--- src/rtl/compositor_pkg.sv ---
`timescale 1ns/1ps
package compositor_pkg;

    localparam int COORD_W = 11;
    localparam int RECT_W  = 4 * COORD_W;
    localparam int CHAN_W  = 8;

    typedef logic [COORD_W-1:0] coord_t;

    typedef struct packed {
        coord_t x0;
        coord_t x1;
        coord_t y0;
        coord_t y1;
    } rect_t;

    typedef struct packed {
        logic [CHAN_W-1:0] r;
        logic [CHAN_W-1:0] g;
        logic [CHAN_W-1:0] b;
    } rgb_t;

    // Layers, highest priority first.
    typedef enum logic [2:0] {
        LYR_PLAYER = 3'd0,
        LYR_BAR    = 3'd1,
        LYR_VEH    = 3'd2,
        LYR_GOAL   = 3'd3,
        LYR_GRASS  = 3'd4,
        LYR_ROAD   = 3'd5
    } layer_e;

    localparam rgb_t COL_PLAYER = '{r: 8'h00, g: 8'hFF, b: 8'h00};
    localparam rgb_t COL_BAR    = '{r: 8'h00, g: 8'h00, b: 8'h00};
    localparam rgb_t COL_VEH    = '{r: 8'hFF, g: 8'h00, b: 8'h00};
    localparam rgb_t COL_GOAL   = '{r: 8'hFF, g: 8'hFF, b: 8'h00};
    localparam rgb_t COL_GRASS  = '{r: 8'h00, g: 8'h80, b: 8'h00};
    localparam rgb_t COL_ROAD   = '{r: 8'h40, g: 8'h40, b: 8'h40};
    localparam rgb_t COL_DARK   = '{r: 8'h00, g: 8'h00, b: 8'h00};

    // Half-open containment: left/top inclusive, right/bottom exclusive.
    function automatic logic rect_has(rect_t box, coord_t x, coord_t y);
        return (x >= box.x0) && (x < box.x1) && (y >= box.y0) && (y < box.y1);
    endfunction

    function automatic rgb_t layer_colour(layer_e lyr);
        rgb_t c;
        case (lyr)
            LYR_PLAYER: c = COL_PLAYER;
            LYR_BAR:    c = COL_BAR;
            LYR_VEH:    c = COL_VEH;
            LYR_GOAL:   c = COL_GOAL;
            LYR_GRASS:  c = COL_GRASS;
            default:    c = COL_ROAD;
        endcase
        return c;
    endfunction

endpackage

--- src/rtl/rect_hit_bank.sv ---
`timescale 1ns/1ps
module rect_hit_bank
    import compositor_pkg::*;
#(
    parameter int N_BOX = 1
) (
    input  coord_t                  px,
    input  coord_t                  py,
    input  logic [N_BOX*RECT_W-1:0] boxes,
    output logic [N_BOX-1:0]        hit
);

    for (genvar k = 0; k < N_BOX; k++) begin : g_box
        rect_t box_k;
        assign box_k  = rect_t'(boxes[k*RECT_W +: RECT_W]);
        assign hit[k] = rect_has(box_k, px, py);


        always_comb begin
            empty_box_chk: assert (!(hit[k] && ((box_k.x1 <= box_k.x0) || (box_k.y1 <= box_k.y0))));
        end
    end

endmodule

--- src/rtl/layer_arbiter.sv ---
`timescale 1ns/1ps
module layer_arbiter
    import compositor_pkg::*;
(
    input  logic   player_hit,
    input  logic   bar_hit,
    input  logic   veh_hit,
    input  logic   goal_hit,
    input  logic   grass_hit,
    output layer_e layer
);

    always_comb begin
        if (player_hit)     layer = LYR_PLAYER;
        else if (bar_hit)   layer = LYR_BAR;
        else if (veh_hit)   layer = LYR_VEH;
        else if (goal_hit)  layer = LYR_GOAL;
        else if (grass_hit) layer = LYR_GRASS;
        else                layer = LYR_ROAD;
    end


    always_comb begin
        player_wins_chk: assert (!player_hit || layer == LYR_PLAYER);
    end

endmodule

--- src/rtl/sprite_compositor.sv ---
`timescale 1ns/1ps
module sprite_compositor
    import compositor_pkg::*;
#(
    parameter int N_VEH    = 6,
    parameter int H_ACTIVE = 1280,
    parameter int V_ACTIVE = 1024
) (
    input  logic                    clk,
    input  logic                    rst,
    input  logic [COORD_W-1:0]      pix_x,
    input  logic [COORD_W-1:0]      pix_y,
    input  logic [RECT_W-1:0]       player_box,
    input  logic [RECT_W-1:0]       bar_left_box,
    input  logic [RECT_W-1:0]       bar_right_box,
    input  logic [N_VEH*RECT_W-1:0] veh_boxes,
    input  logic [RECT_W-1:0]       goal_box,
    input  logic [RECT_W-1:0]       grass_box,
    output logic [CHAN_W-1:0]       vid_r,
    output logic [CHAN_W-1:0]       vid_g,
    output logic [CHAN_W-1:0]       vid_b,
    output logic                    vid_blank
);

    localparam coord_t H_LIM = coord_t'(H_ACTIVE);
    localparam coord_t V_LIM = coord_t'(V_ACTIVE);

    logic             player_hit;
    logic [1:0]       bar_hit;
    logic [N_VEH-1:0] veh_hit;
    logic [1:0]       zone_hit;
    layer_e           layer;
    logic             blank_now;
    rgb_t             colour_next;
    rgb_t             colour_q;

    rect_hit_bank #(.N_BOX(1)) u_player_hit (
        .px(pix_x), .py(pix_y), .boxes(player_box), .hit(player_hit)
    );

    rect_hit_bank #(.N_BOX(2)) u_bar_hit (
        .px(pix_x), .py(pix_y), .boxes({bar_right_box, bar_left_box}), .hit(bar_hit)
    );

    rect_hit_bank #(.N_BOX(N_VEH)) u_veh_hit (
        .px(pix_x), .py(pix_y), .boxes(veh_boxes), .hit(veh_hit)
    );

    // zone_hit[1] = goal, zone_hit[0] = grass
    rect_hit_bank #(.N_BOX(2)) u_zone_hit (
        .px(pix_x), .py(pix_y), .boxes({goal_box, grass_box}), .hit(zone_hit)
    );

    layer_arbiter u_arb (
        .player_hit (player_hit),
        .bar_hit    (|bar_hit),
        .veh_hit    (|veh_hit),
        .goal_hit   (zone_hit[1]),
        .grass_hit  (zone_hit[0]),
        .layer      (layer)
    );

    assign blank_now   = (pix_x >= H_LIM) || (pix_y >= V_LIM);
    assign colour_next = blank_now ? COL_DARK : layer_colour(layer);

    always_ff @(posedge clk) begin
        if (rst) begin
            colour_q  <= COL_DARK;
            vid_blank <= 1'b1;
        end else begin
            colour_q  <= colour_next;
            vid_blank <= blank_now;
        end
    end

    assign vid_r = colour_q.r;
    assign vid_g = colour_q.g;
    assign vid_b = colour_q.b;


    player_green_chk: assert property (@(posedge clk) disable iff (rst)
        (player_hit && !blank_now) |=> ({vid_r, vid_g, vid_b} == 24'h00FF00 && !vid_blank));


    bar_masks_veh_chk: assert property (@(posedge clk) disable iff (rst)
        ((|bar_hit) && !player_hit && !blank_now) |=> ({vid_r, vid_g, vid_b} == 24'h000000 && !vid_blank));


    veh_red_chk: assert property (@(posedge clk) disable iff (rst)
        ((|veh_hit) && !(|bar_hit) && !player_hit && !blank_now) |=> ({vid_r, vid_g, vid_b} == 24'hFF0000));


    blank_dark_chk: assert property (@(posedge clk) disable iff (rst)
        vid_blank |-> ({vid_r, vid_g, vid_b} == 24'h000000));


    blank_delay_chk: assert property (@(posedge clk) disable iff (rst)
        blank_now |=> vid_blank);

endmodule

--- config.mk ---
export PLATFORM = sky130hd
export DESIGN_NAME = sprite_compositor
export DESIGN_NICKNAME = d
export VERILOG_FILES = /design/src/rtl/compositor_pkg.sv /design/src/rtl/rect_hit_bank.sv /design/src/rtl/layer_arbiter.sv /design/src/rtl/sprite_compositor.sv
export SDC_FILE = /design/constraint.sdc
export NUM_CORES = 1
export LEC_CHECK = 0
export ABC_AREA = 1
export CAP_MARGIN = 30
export CORE_AREA = 8 8 202 204
export DETAILED_ROUTE_END_ITERATION = 16
export DIE_AREA = 0 0 210 212
export HOLD_SLACK_MARGIN = 0.15
export PLACE_DENSITY = 0.71
export SLEW_MARGIN = 20
export SYNTH_ARGS = -nofsm -noshare
export SYNTH_HDL_FRONTEND = slang
export SYNTH_SLANG_ARGS = --single-unit
--- constraint.sdc ---
create_clock -name clk -period 3 [get_ports clk]
set_input_delay 0.45 -clock clk [delete_from_list [all_inputs] [get_ports clk]]
set_output_delay 0.45 -clock clk [all_outputs]
set_load 0.01 [all_outputs]
==> run metrics <==
crit path DAT=2.84 ns; Slew @ Worst Pin=0.502 ns; initial antenna violation count=14; Core ar.=37900 sq um; RSZ-0062 raised after global routing=false; Die H=212 um; drt first pass iters=6; Ys Warns=0; post_cts resized=0; total length of routed wires=53900 um; status=finished, final reports clean; Final setup viols=0; Clock Sinks=7; hold_buf cts=0; Final Hold Vio Count=0; CTS Buffer Depth=2; GR Util All Layers=23.1%; GP Congestion=0.925; initial DRC count=612; DR DRC count=0; Seq/Total Area, Yosys=1.10%; WL/cell=17.3 um; starting density of the core=33.5%; Crit path top cell by count=nor2_1; most frequent cells in the layout=538 x inv_1, 525 x clkdlybuf4s50_1, 462 x ha_1, 428 x nand2_1, 185 x a21oi_1; ratio of cells with drive above 1 in the final layout=2.39%; headroom to the max-slew limit=66.5%; CP Data Required Time=3.11 ns; worst path cell trace=clkdlybuf4s50_1 -> buf_12 -> buf_4 -> ha_1 -> a21oi_1 -> a21oi_1 -> nor2_1 -> nand4_1 -> nand2_1 -> nor2_2 -> nand3b_1 -> nor2_1 -> nor2_1 -> nand2_1; first-pass GRT wire length=81100 um; CTS tree=yes; Syn-to-layout area delta=50.5%; port bufs=525; Post-Route Setup TNS=0 ns; Crit Path Max Fanout=15; # nets final=3564; setup bufs post-CTS=0; total CTS buffers=3; Synth cell types=33; synthesis-stage register bit count=7; Syn Inst Count=2038; IR drop worst, VDD=0.134 mV; Die W=210 um; syn avg cell area=6.24 sq um; synthesized cell area=12700 sq um; FMAX=366 MHz; Max Slew Vio Count=0; largest net degree at the start of global routing=24; Remaining Overflow, GRT=0; FILL cells=3768; Cell Rows=72; Max-Cap Viols=0; commonest non-fill, non-tap cell in the layout=inv_1; full die area=44500 sq um; Post-DP HPWL=47500 um; vias post-DR=14916; I/O pins=533; CP startpoint kind=input port; root buffer cell=clkbuf_16; post-layout min period=2.74 ns; Hold Path Sink=vid_blank$_SDFF_PP1_; hold-critical path depth=3; Hold WC Path Type=in2reg; worst slack, placed=-0.000318 ns; Critical Path Sink Type=register; Tcrit/Tclk final=91.2%; fin worst setup slack=0.264 ns; CTS clock-pin slew for the worst setup and hold paths=0.04 ns; Pwr per Cell Area=151 nW/um^2; critical path class=in2reg; vias per inst=4.78; Slowest Stage Delay on Critical Path=0.51 ns; H-tree level count=1; Leak=10.9 nW; Detail Route Antenna Nets=0; number of global-route vias before repair=15475; slowest CP cell=clkdlybuf4s50_1; hold path start=rst; final hold slack=1.02 ns
metal layers:
metal / global-route usage (%) / wire, um / vias to the layer above
li1: - / - / 7649
met1: 26.1 / 22000 / 6658
met2: 42.0 / 26300 / 490
met3: 4.13 / 3340 / 111
met4: 10.2 / 2170 / 8
met5: 0 / 49 / -
registers in the layout (all words and copies together) (netlist names):
register,cells
vid_b,1
vid_r,2
vid_blank,1
vid_g,3
worst max-delay path: cells and delay by family:
kind            cells  cell delay, ns
compound gates      2            0.31
simple gates        8            0.92
buf+inv             3            0.89
fa+ha+maj           1            0.27
kinds of logic after synthesis:
| kind of cell | Yosys count | share of synthesized area (%) |
|---|---|---|
| AND/OR/NAND/NOR | 733 | 24.3 |
| buffers and inverters | 560 | 17.2 |
| adder cells (fa/ha/maj) | 462 | 45.4 |
| AO/OA/AOI/OAI | 275 | 11.9 |
| flip-flops | 7 | 1.10 |
| other | 1 | 0.0295 |
final cells by class:
cell class | instances | area (sq um) | share of cell area (%)
multi-input combinational | 1477 | 10400 | 54.4
timing repair buffer | 565 | 5810 | 30.3
inverter | 540 | 2030 | 10.6
tap | 518 | 648 | 3.39
sequential | 7 | 140 | 0.732
clock buffer | 4 | 78.8 | 0.412
antenna | 11 | 27.5 | 0.144
power breakdown:
group          switching, mW  internal, mW
clock network         0.0483         0.177
registers            0.00589         0.100
logic                   1.24          1.32
total                   1.30          1.60
stage by stage:
| step | cells | util [%] | instance area, sq um | power [mW] |
|---|---|---|---|---|
| after floorplan | 2044 | - | 12700 | 1.35 |
| after global placement | 3107 | 50.2 | 19000 | 2.60 |
| after detailed placement | 3107 | 50.2 | 19000 | 2.68 |
| after CTS | 3111 | 50.4 | 19100 | 2.92 |
| after global routing | 3121 | 50.5 | 19100 | 3.24 |
| final | 3122 | 50.5 | 19100 | 2.90 |
how the worst max path moves through the flow:
stage / from / endpoint / slack (ns) / cells after the start
2_1_floorplan: pix_x[0] / vid_r[6]$_SDFF_PP0_ / 1.12 / 16
3_3_place_gp: pix_x[2] / vid_g[6]$_SDFF_PP0_ / 0.08 / 14
3_5_place_dp: pix_x[2] / vid_g[6]$_SDFF_PP0_ / -0.0003 / 14
4_1_cts: pix_x[2] / vid_g[6]$_SDFF_PP0_ / 0.22 / 14
5_1_grt: pix_x[2] / vid_g[6]$_SDFF_PP0_ / 0.06 / 14
6_report: pix_x[2] / vid_g[6]$_SDFF_PP0_ / 0.26 / 14
cell usage after synthesis:
cell       instances  area (sq um)
a211oi_1           4          30.0
buf_6              2          22.5
nor3b_1            1          7.51
inv_2              2          7.51
nand4_1           54           338
nand2_1          428          1610
a31oi_1            1          6.26
ha_1             462          5780
nand3_1           57           285
nor2_1           154           578
inv_1            538          2020
buf_4             18           135
nand2_4            1          11.3
nand2_2            3          18.8
o311ai_0           1          8.76
a21oi_1          185           926
nor2_4             1          11.3
o211ai_1           5          37.5
and2_1             3          18.8
nand3b_1          10          75.1
a21o_1            16           120
a21bo_2            1          10.0
o21a_1            18           135
and3_1             7          43.8
dfxtp_1            7           140
o2111ai_1          1          8.76
nand3_2            6          60.1
o221ai_1           1          8.76
nor2_2             1          6.26
nor3_1             7          35.0
a21oi_2            4          35.0
o21ai_0           38           190
conb_1             1          3.75
Power figures use the tool's default switching activity.
